## src/rtl/mdm_pkg.sv

```systemverilog
package mdm_pkg;

    localparam int NUM_IN    = 4;   // ri, cts, dcd, dsr
    localparam int NUM_WATCH = 2;   // cts, dcd

    localparam int IDX_RI  = 0;
    localparam int IDX_CTS = 1;
    localparam int IDX_DCD = 2;
    localparam int IDX_DSR = 3;

    localparam logic [1:0] ADDR_CTRL = 2'd0;
    localparam logic [1:0] ADDR_EDGE = 2'd1;
    localparam logic [1:0] ADDR_IRQ  = 2'd2;
    localparam logic [1:0] ADDR_STAT = 2'd3;

    typedef struct packed {
        logic                 dtr_bit;
        logic                 rts_bit;
        logic                 loop_bit;
        logic                 brk_bit;
        logic [NUM_WATCH-1:0] det_en;
        logic [NUM_WATCH-1:0] any_edge;
        logic                 irq_en;
        logic [NUM_WATCH-1:0] pend;
    } mdm_state_t;

endpackage

```

## src/rtl/mdm_sync.sv

```systemverilog
module mdm_sync #(
    parameter int WIDTH  = 4,
    parameter int STAGES = 2
) (
    input  logic             clk,
    input  logic             rst_n,
    input  logic [WIDTH-1:0] din,
    output logic [WIDTH-1:0] dout
);
    logic [STAGES-1:0][WIDTH-1:0] sh_d, sh_q;

    always_comb begin
        sh_d[0] = din;
        for (int i = 1; i < STAGES; i++) begin
            sh_d[i] = sh_q[i-1];
        end
    end

    always_ff @(posedge clk or negedge rst_n) begin
        if (!rst_n) sh_q <= '0;
        else        sh_q <= sh_d;
    end

    assign dout = sh_q[STAGES-1];
endmodule

```

## src/rtl/mdm_edge.sv

```systemverilog
module mdm_edge (
    input  logic clk,
    input  logic rst_n,
    input  logic lvl,
    input  logic en,
    input  logic any_edge,
    output logic evt
);
    logic prev_d, prev_q;
    logic rise, fall;

    always_comb begin
        prev_d = lvl;
        rise   = lvl & ~prev_q;
        fall   = ~lvl & prev_q;
        evt    = en & (rise | (any_edge & fall));
    end

    always_ff @(posedge clk or negedge rst_n) begin
        if (!rst_n) prev_q <= 1'b0;
        else        prev_q <= prev_d;
    end
endmodule

```

## src/rtl/mdm_line_if.sv

```systemverilog
module mdm_line_if
    import mdm_pkg::*;
#(
    parameter int ADDR_W      = 2,
    parameter int DATA_W      = 8,
    parameter int SYNC_STAGES = 2
) (
    input  logic              clk,
    input  logic              rst_n,
    input  logic              wr_en,
    input  logic              rd_en,
    input  logic [ADDR_W-1:0] addr,
    input  logic [DATA_W-1:0] wdata,
    output logic [DATA_W-1:0] rdata,
    input  logic              ri_i,
    input  logic              cts_i,
    input  logic              dcd_i,
    input  logic              dsr_i,
    output logic              dtr_o,
    output logic              rts_o,
    output logic              loop_o,
    output logic              brk_o,
    output logic              ext_irq_o
);
    localparam int PEND_LSB = NUM_IN;

    mdm_state_t st_d, st_q;

    logic [NUM_IN-1:0]    pins_raw, pins_sync;
    logic [NUM_WATCH-1:0] watch_lvl, evt_w, pend_w, en_w;
    logic                 stat_rd;

    assign pins_raw = {dsr_i, dcd_i, cts_i, ri_i};

    mdm_sync #(.WIDTH(NUM_IN), .STAGES(SYNC_STAGES)) u_sync (
        .clk   (clk),
        .rst_n (rst_n),
        .din   (pins_raw),
        .dout  (pins_sync)
    );

    assign watch_lvl = {pins_sync[IDX_DCD], pins_sync[IDX_CTS]};

    for (genvar g = 0; g < NUM_WATCH; g++) begin : g_edge
        mdm_edge u_edge (
            .clk      (clk),
            .rst_n    (rst_n),
            .lvl      (watch_lvl[g]),
            .en       (st_q.det_en[g]),
            .any_edge (st_q.any_edge[g]),
            .evt      (evt_w[g])
        );
    end

    assign stat_rd = rd_en && (addr == ADDR_W'(ADDR_STAT));

    always_comb begin
        st_d = st_q;
        if (wr_en) begin
            case (addr)
                ADDR_W'(ADDR_CTRL): begin
                    st_d.dtr_bit  = wdata[0];
                    st_d.rts_bit  = wdata[1];
                    st_d.loop_bit = wdata[2];
                    st_d.brk_bit  = wdata[3];
                end
                ADDR_W'(ADDR_EDGE): begin
                    st_d.det_en   = wdata[1:0];
                    st_d.any_edge = wdata[3:2];
                end
                ADDR_W'(ADDR_IRQ): begin
                    st_d.irq_en   = wdata[0];
                end
                default: ;
            endcase
        end
        // new edges win over the clearing read
        st_d.pend = evt_w | (st_q.pend & ~{NUM_WATCH{stat_rd}});
    end

    always_ff @(posedge clk or negedge rst_n) begin
        if (!rst_n) begin
            st_q         <= '0;
            st_q.dtr_bit <= 1'b1;
            st_q.rts_bit <= 1'b1;
        end else begin
            st_q <= st_d;
        end
    end

    always_comb begin
        rdata = '0;
        case (addr)
            ADDR_W'(ADDR_CTRL): rdata[3:0] = {st_q.brk_bit, st_q.loop_bit,
                                              st_q.rts_bit, st_q.dtr_bit};
            ADDR_W'(ADDR_EDGE): rdata[3:0] = {st_q.any_edge, st_q.det_en};
            ADDR_W'(ADDR_IRQ):  rdata[0]   = st_q.irq_en;
            default: begin
                rdata[NUM_IN-1:0]                  = pins_sync;
                rdata[PEND_LSB+NUM_WATCH-1:PEND_LSB] = st_q.pend;
            end
        endcase
    end

    assign pend_w    = st_q.pend;
    assign en_w      = st_q.det_en;
    assign dtr_o     = ~st_q.dtr_bit;
    assign rts_o     = ~st_q.rts_bit;
    assign loop_o    = st_q.loop_bit;
    assign brk_o     = st_q.brk_bit;
    assign ext_irq_o = st_q.irq_en & (|st_q.pend);
endmodule

```

## config.mk

```make
export PLATFORM = sky130hd
export DESIGN_NAME = mdm_line_if
export DESIGN_NICKNAME = d
export VERILOG_FILES = /design/src/rtl/mdm_pkg.sv /design/src/rtl/mdm_sync.sv /design/src/rtl/mdm_edge.sv /design/src/rtl/mdm_line_if.sv
export SDC_FILE = /design/constraint.sdc
export NUM_CORES = 1
export LEC_CHECK = 0
export CAP_MARGIN = 20
export CORE_ASPECT_RATIO = 0.9
export CORE_MARGIN = 4
export CORE_UTILIZATION = 45
export DETAILED_ROUTE_END_ITERATION = 6
export DONT_BUFFER_PORTS = 1
export SLEW_MARGIN = 0
export SYNTH_ARGS = -nofsm -noshare
export SYNTH_HDL_FRONTEND = slang
export SYNTH_SLANG_ARGS = --single-unit
```

## constraint.sdc

```tcl
create_clock -name clk -period 1.9 [get_ports clk]
set_input_delay 0.095 -clock clk [delete_from_list [all_inputs] [get_ports clk]]
set_output_delay 0.095 -clock clk [all_outputs]
set_load 0.05 [all_outputs]
```

Yosys cells after proc, flatten, opt, wreduce, memory -nomap -nowiden
Cells that the tools add are included.
- register bits: 21
- input port bits: 18
- output and inout port bits: 13
- equal/unequal tests: 3
- muxes and demuxes: 3
- bitwise operators: 20
- reduce and logical (&&, ||, !) cells: 7
- operators with widths (kind ; count):
    1-bit AND ; 9
    3-bit case mux with 3 select lines ; 1
    1-bit inverter ; 6
    2-bit AND reduction ; 3
    2-bit equality test, second input constant ; 2
    1-bit case mux with 3 select lines ; 1
    3-bit OR reduction ; 1
    2-bit AND ; 1
    2-bit by 1-bit equality test with 1-bit output, second input constant ; 1
    2-bit zero test ; 1
    2-bit two-way mux ; 1
    2-bit inverter ; 1
    1-bit OR ; 2
    2-bit OR ; 1
    2-bit OR reduction ; 1
    1-bit logical AND ; 1

Longest topological paths before layout
Gate-level depths: netlist (run 1).
- depth after elaboration: 6
- depth in mapped cells: 3
- depth with buffers taken out: 2

Hierarchy
A second synthesis (run 1) with hierarchy kept.
- cells, all modules: 62
- area, all modules: 894.6 µm²
- by module, submodules not included (module ; times used ; cells an instance ; area each (µm²)):
    mdm_line_if ; 1 ; 46 ; 604.3
    mdm_sync ; 1 ; 8 ; 200.2
    mdm_edge ; 2 ; 4 ; 45.0

Worst setup path after synthesis (run 1)
No wires, ideal clock.
- path kind: register -> output
- start point: reg st_q (netlist bit loop_o)
- end point: out rdata[2]
- arrival: 1147 ps
- setup slack: 658 ps
- stages on the path, launching flop included: 2
- cell sequence: dfrtp_1 -> a22o_1
- longest elaborated chain between the ends: 1
- RTL lines (item ; RTL line ; text):
    start: declaration ; mdm_line_if.sv:27 ; mdm_state_t st_d, st_q;
    start signal: assignment ; mdm_line_if.sv:87 ; st_q <= st_d;
    3-bit case mux with 3 select lines ; mdm_line_if.sv:93 ; case (addr)
    end: declaration ; mdm_line_if.sv:14 ; output logic [DATA_W-1:0] rdata,
Every way passes these cells.

Worst setup path after layout (run 1)
Ends and elaborated chain as after synthesis.

==> qor.csv, run 1 <==
stage;metric;value;unit
timing;Pins Over Slew Limit;0;
timing;RSZ-0062 raised after global routing;no;
yosys;commonest cells in the netlist;19 x dfrtp_1, 7 x mux2_4, 5 x mux2_2;
place;gpl congestion;0.706;
setup_path;Crit path depth;1;
setup_path;RR Startpoint;loop_o$_DFFE_PN0P_;
clock_network;cts repair resizes;0;
routing;# DRC;0;
run_status;status;completed;
timing;upper clock frequency limit;0.620;GHz
global_route;global route overflow;0;
timing;WHS;0.0314;ns
yosys;synthesized area;917;sq um
final_layout;post-route cell area;1030;sq um
global_route;first-pass GRT wire length;2.48;mm
yosys;most numerous cell in the Yosys netlist;dfrtp_1;
final_layout;# fillers;169;
flow_run;Max Cap Viol;0;
routing;vias;511;
clock_network;maximum clock path buffer count;2;
setup_path;Slowest-stage cell, CP;dfrtp_1;
global_route;largest net degree at the start of global routing;22;
final_layout;Register Area;528;sq um
timing;Setup TNS;0;ns
timing;clk_skew;0.00333;ns
setup_path;Worst Setup End Kind;output port;
global_route;initial antenna violation count;0;
final_layout;final core occ;53.3;%
die;Core Area;1930;sq um
final_layout;fin nets;89;
clock_network;CTS buffer count;3;
setup_path;Worst R2R End;loop_o$_DFFE_PN0P_;
setup_path;CP arrival;1.52;ns
clock_network;htree depth;1;
yosys;Synth top area share;51.8;%
global_route;met3 Use GR;5.81;%
pwr;peak supply drop;729;uV
die;Horiz. Die Dim;55.6;um
timing;worst slew pin tran;0.893;ns
setup_path;WP buf/inv;0;
setup_path;Reg2Reg Depth;1;
place;Post-DP HPWL;1.09;mm
timing;Final Setup Violations;0;
yosys;Synth Area per Inst;15.3;sq um
setup_path;largest delay contributor family on the critical path;flip-flops;
clock_network;CTS root buf;clkbuf_4;
global_route;total global routing track utilization;11.9;%
setup_path;Max stage delay on crit path;0.67;ns
timing;relative slew slack;40.2;%
timing;Tmin final;1.61;ns
timing;post-route clock period utilization;84.8;%
yosys;dominant synthesized flop cell;dfrtp_1;
final_layout;Area Growth Syn to Fin;12.4;%
setup_path;required time of the critical path;1.80;ns
global_route;number of global-route vias before repair;475;
die;Die Area;2830;sq um
setup_path;crit path launch type;register;
yosys;Yosys warning count;0;
place;# port buffers;0;
routing;DR WL/cell;15.7;um
pwr;Pwr Density;1030;nW/um^2
yosys;area leader, netlist;dfrtp_1;
die;I/O pins;31;
routing;Routed WL;1.49;mm
setup_path;flop2flop setup slack;0.86;ns
setup_path;critical path, cell by cell;a22o_1;
die;Initial Util;47.4;%
final_layout;area of the multi-input gates;340;sq um
timing;final setup margin;0.288;ns
clock_network;Num Clock Sinks;21;
clock_network;# Post-CTS Setup Buffers;0;
setup_path;CP Max Fanout;3;
clock_network;Clk Latency, worst-skew pair;0.29;ns
yosys;cells after synthesis;60;
setup_path;Crit Path Class;register to output port;
global_route;GRT met1 Usage;16.2;%
global_route;GR Layer Usage met2;16.1;%
min_path;HP Class;input pin to register;
yosys;sequential element share of the synthesized area;57.6;%
routing;DRT Pass-1 Iters;4;
setup_path;crit path to;rdata[2];
yosys;asr flop ratio synth;100;%
global_route;GR peak layer;met1;
die;die height;50.8;um
setup_path;CP startpoint;loop_o$_DFFE_PN0P_;
yosys;Yosys cell types;19;
yosys;Post-synth EDFFs;0;
die;Placement Rows;15;
final_layout;share of post-route cells with drive strength above 1;32.9;%
routing;vias per cell;5.38;
clock_network;CTS tree;built;
routing;Final ANT Viol Nets;0;
routing;DRC marker count from the first detailed-route iteration;13;
place;Placed Area;915;sq um
final_layout;antenna diode count;0;
clock_network;Clock Pin Slew Worst Setup and Hold Paths;0.10;ns
timing;Final Hold Viols;0;
pwr;Leak Pwr;0.476;nW
yosys;largest cells by area after synthesis;dfrtp_1 52%, mux2_4 11%, mux2_2 6.1%, dfstp_2 5.7%, a22o_1 2.9%;
place;pre-CTS setup slack;0.606;ns
yosys;FF+latch count, synth;21;
==> area by class of cell <==
type | count | share of cell area [%]
Timing Repair Buffer | 9 | 8.74
Tap cell | 25 | 3.03
Clock buffer | 4 | 2.55
Multi-Input combinational cell | 32 | 33.0
Sequential cell | 21 | 51.2
Inverter | 4 | 1.46
==> placed cells by master, fill, tap and decap left out, drive strengths merged <==
cell         netlist  layout
dlygate4sd3        0       9
conb               1       2
and3               3       3
o21a               1       1
nand4b             2       2
nand2              2       2
dfstp              2       2
dfrtp             19      19
nand3b             2       2
a22o               3       3
nor2               1       1
nor3b              1       1
o221ai             2       2
inv                4       4
mux4               1       1
mux2              12      12
clkbuf             0       4
==> flip-flops by register name, summed over array words and instances, names as in the netlist <==
name / flops
g_edge.u_edge.prev_q: 2
u_sync.dout: 4
st_q: 5
loop_o: 1
u_sync.sh_d: 4
en_w: 2
brk_o: 1
pend_w: 2
==> through the flow <==
step | instances | total power, mW
after detailed placement | 82 | 0.845
final | 95 | 1.06
after floorplan | 61 | 0.830
after global placement | 82 | 0.841
after global routing | 95 | 1.11
after CTS | 95 | 1.08
==> repair_timing <==
action | CTS | global route
endpoints found under the setup margin | 0 | 0
hold buffers | 9 | 0
hold endpoints to repair | 34 | 0
==> worst min path at each step <==
stage            start  slack, ns                  endpoint  depth (start not counted)
5_1_grt        addr[1]       0.04       st_q[2]$_DFFE_PN0P_                          2
3_5_place_dp     rst_n      -0.20  u_sync.dout[3]$_DFF_PN0_                          0
4_1_cts        addr[1]       0.02       st_q[2]$_DFFE_PN0P_                          2
2_1_floorplan    rst_n      -0.20         brk_o$_DFFE_PN0P_                          0
6_report       addr[1]       0.03       st_q[2]$_DFFE_PN0P_                          2
3_3_place_gp     rst_n      -0.20         brk_o$_DFFE_PN0P_                          0
==> logic make-up (layout without fill, tap and decap cells) <==
family | after synthesis | after routing | synth area share, %
buffers and inverters | 8 | 17 | 5.73
other | 1 | 2 | 0.409
and+or+nand+nor | 11 | 11 | 10.6
DFF | 21 | 21 | 57.6
muxes | 13 | 13 | 20.1
AOI/OAI and AO/OA | 6 | 6 | 5.59
==> layer usage <==
layer	vias to the layer above	part of all wire [%]	wire length (um)
li1	233	-	-
met1	251	49	737
met2	23	41	609
met3	4	7.9	118
met4	0	1.9	29
met5	-	0	0
==> power by group <==
part	leakage (nW)	switching [mW]	internal, mW	total [mW]
clock network	0.0150	0.118	0.0817	0.200
logic	0.218	0.170	0.101	0.271
registers	0.243	0.0759	0.511	0.587
total	0.476	0.364	0.694	1.06
(Power assumes the default switching activity.)
==> run 2: changes to the inputs <==
Settings changed: ABC_AREA from default to 1.
Clock period 1.9 ns to 1.62 ns, I/O delays scaled along.
==> run 2 against run 1 <==
  * Cell count up 55%
  * Total power up 14%
  * Critical path type is now input pin to register
  * Sequential power up 10%
  * Count of clock-buffer cells in the layout unchanged
  * Synthesized cell count up 68%
  * Register-to-register slack worse by 0.53 ns
  * Global-route usage up 1.9 points
  * Area after synthesis down 4.1%
  * Largest power group unchanged
  * Utilization up 9.1 points
  * Sequential share of layout area down 3.4 points
  * Setup slack worse by 0.15 ns
==> qor.csv, run 2 <==
stage;metric;value;unit
run_status;status;completed;
final_layout;max reg flops;5;
timing;upper clock frequency limit;0.674;GHz
clock_network;Clock Pin Slew Worst Setup and Hold Paths;0.11;ns
timing;Setup TNS;0;ns
final_layout;most frequent cells in the layout;36 x nand2_1, 19 x dfrtp_1, 15 x dlygate4sd3_1;
routing;vias per cell;4.69;
timing;final setup margin;0.136;ns
yosys;Synth top area share;54.1;%
clock_network;CTS buffer count;3;
yosys;asr flop ratio synth;100;%
setup_path;crit path launch type;input pin;
global_route;GRT met1 Usage;16.1;%
place;gpl congestion;0.755;
die;Horiz. Die Dim;54.6;um
routing;DRC marker count from the first detailed-route iteration;7;
yosys;Synth Area per Inst;8.71;sq um
setup_path;largest delay contributor family on the critical path;buffers and inverters;
clock_network;# hold bufs at CTS;15;
flow_run;Max Cap Viol;0;
final_layout;Largest Register;st_q;
clock_network;# Post-CTS Setup Buffers;0;
setup_path;CP arrival;1.73;ns
pwr;peak supply drop;859;uV
setup_path;flop2flop setup slack;0.33;ns
timing;Final Setup Violations;0;
global_route;first-pass GRT wire length;2.67;mm
place;Post-DP HPWL;1.20;mm
die;Core Area;1770;sq um
timing;Pins Over Slew Limit;0;
yosys;Yosys cell types;17;
routing;Final ANT Viol Nets;0;
die;Placement Rows;14;
global_route;total global routing track utilization;13.8;%
yosys;Yosys warning count;0;
place;pre-CTS setup slack;0.464;ns
setup_path;Crit Path Class;input pin to register;
final_layout;antenna diode count;0;
global_route;GR peak layer;met2;
yosys;sequential element share of the synthesized area;60.0;%
clock_network;maximum clock path buffer count;2;
yosys;dominant synthesized flop cell;dfrtp_1;
timing;RSZ-0062 raised after global routing;no;
timing;Final Hold Viols;0;
final_layout;Area Growth Syn to Fin;25.6;%
final_layout;fin nets;142;
clock_network;htree depth;1;
clock_network;cts repair resizes;0;
timing;relative slew slack;39.4;%
yosys;FF+latch count, synth;21;
yosys;synthesized area;880;sq um
global_route;global route overflow;0;
clock_network;CTS root buf;clkbuf_4;
min_path;HP Class;input pin to register;
routing;Routed WL;1.72;mm
yosys;largest cells by area after synthesis;dfrtp_1 54%, nand2_1 15%, dfstp_2 6.0%, nand3_1 5.7%, inv_1 5.5%;
final_layout;share of post-route cells with drive strength above 1;12.2;%
clock_network;Num Clock Sinks;21;
global_route;largest net degree at the start of global routing;22;
setup_path;Worst Setup End Kind;register;
setup_path;Slowest-stage cell, CP;dlygate4sd3_1;
setup_path;WP buf/inv;2;
yosys;cells after synthesis;101;
die;I/O pins;31;
routing;DR WL/cell;11.7;um
yosys;most numerous cell in the Yosys netlist;nand2_1;
yosys;area leader, netlist;dfrtp_1;
setup_path;CP Max Fanout;7;
routing;DRT Pass-1 Iters;4;
clock_network;Clk Latency, worst-skew pair;0.30;ns
timing;Tmin final;1.48;ns
timing;post-route clock period utilization;91.6;%
pwr;Leak Pwr;0.572;nW
die;Initial Util;49.7;%
global_route;met3 Use GR;5.42;%
final_layout;commonest non-fill, non-tap cell in the layout;nand2_1;
global_route;GR Layer Usage met2;21.1;%
yosys;Post-synth EDFFs;0;
timing;clk_skew;0.0107;ns
yosys;commonest cells in the netlist;36 x nand2_1, 19 x dfrtp_1, 13 x inv_1;
setup_path;required time of the critical path;1.86;ns
routing;# DRC;0;
setup_path;Max stage delay on crit path;0.59;ns
global_route;initial antenna violation count;0;
routing;vias;690;
timing;worst slew pin tran;0.905;ns
die;die height;49.9;um
global_route;number of global-route vias before repair;649;
setup_path;critical path, cell by cell;dlygate4sd3_1 > nor2_4 > nand2_1 > nand2_1 > o21ai_1 > dlygate4sd3_1;
place;# port buffers;0;
pwr;Pwr Density;1090;nW/um^2
clock_network;CTS tree;built;
die;Die Area;2730;sq um
run 2: cell count changes after synthesis, sizes merged, moves of 2 or more:
cell and delta:
nand2 +36, mux2 -12, inv +11, nand3 +10
o21ai +6, a22o -3, and3 -3, nor2 +3
a21oi +2, buf -2, nand3b -2, nand4b -2
o221ai -2
run 2: tightest hold or removal path, stage by stage:
cell,delay [ns]
inv_1,0.05
o21ai_0,0.09
nand2_1,0.06
run 2: metrics by stage:
| step | power, mW | hold slack, ns | instances | utilization (%) | cell area [sq um] |
|---|---|---|---|---|---|
| 2_1_floorplan | 0.882 | -0.215 | 102 | - | 883 |
| 3_3_place_gp | 0.923 | -0.214 | 128 | 52.5 | 928 |
| 3_5_place_dp | 0.927 | -0.214 | 128 | 52.5 | 928 |
| 4_1_cts | 1.22 | 0.000137 | 147 | 62.4 | 1100 |
| 5_1_grt | 1.27 | 0.0324 | 147 | 62.4 | 1100 |
| 6_report | 1.20 | 0.00204 | 147 | 62.4 | 1100 |
run 2: cell type report:
type	count	area, sq um
Sequential cell	21	528
Fill cell	168	664
Clock buffer	4	26.3
Tap cell	24	30.0
Timing Repair Buffer	19	180
Inverter	15	56.3
Multi-Input combinational cell	64	284
run 2: per-layer routing:
metal | part of all wire [%] | up-vias
li1 | - | 352
met1 | 45 | 307
met2 | 44 | 25
met3 | 8.2 | 6
met4 | 2.2 | 0
met5 | 0 | -
run 2: power by group:
part           internal (mW)  leakage (nW)  total, mW  switching, mW
registers              0.591         0.247      0.646         0.0552
logic                 0.0867         0.309      0.313          0.226
clock network         0.0961        0.0150      0.243          0.147
run 2: logic make-up after synthesis:
logic type | count (synthesis) | synth area share, %
and+or+nand+nor | 53 | 26.0
DFF | 21 | 60.0
buffers and inverters | 17 | 8.11
other | 1 | 0.426
AOI/OAI and AO/OA | 9 | 5.40
run 2: path summary, 6_finish.rpt:
kind                                               start                  endpoint  depth (start not counted)
worst max-delay path                             addr[1]      st_q[10]$_DFFE_PN1P_                          6
worst min-delay path                               rd_en       pend_w[0]$_DFF_PN0_                          3
worst max register to register      st_q[10]$_DFFE_PN1P_      st_q[10]$_DFFE_PN1P_                          3
worst min register to register  u_sync.sh_d[7]$_DFF_PN0_  u_sync.dout[3]$_DFF_PN0_                          0
max in group asynchronous                          rst_n  u_sync.dout[2]$_DFF_PN0_                          1
min in group asynchronous                          rst_n         brk_o$_DFFE_PN0P_                          1
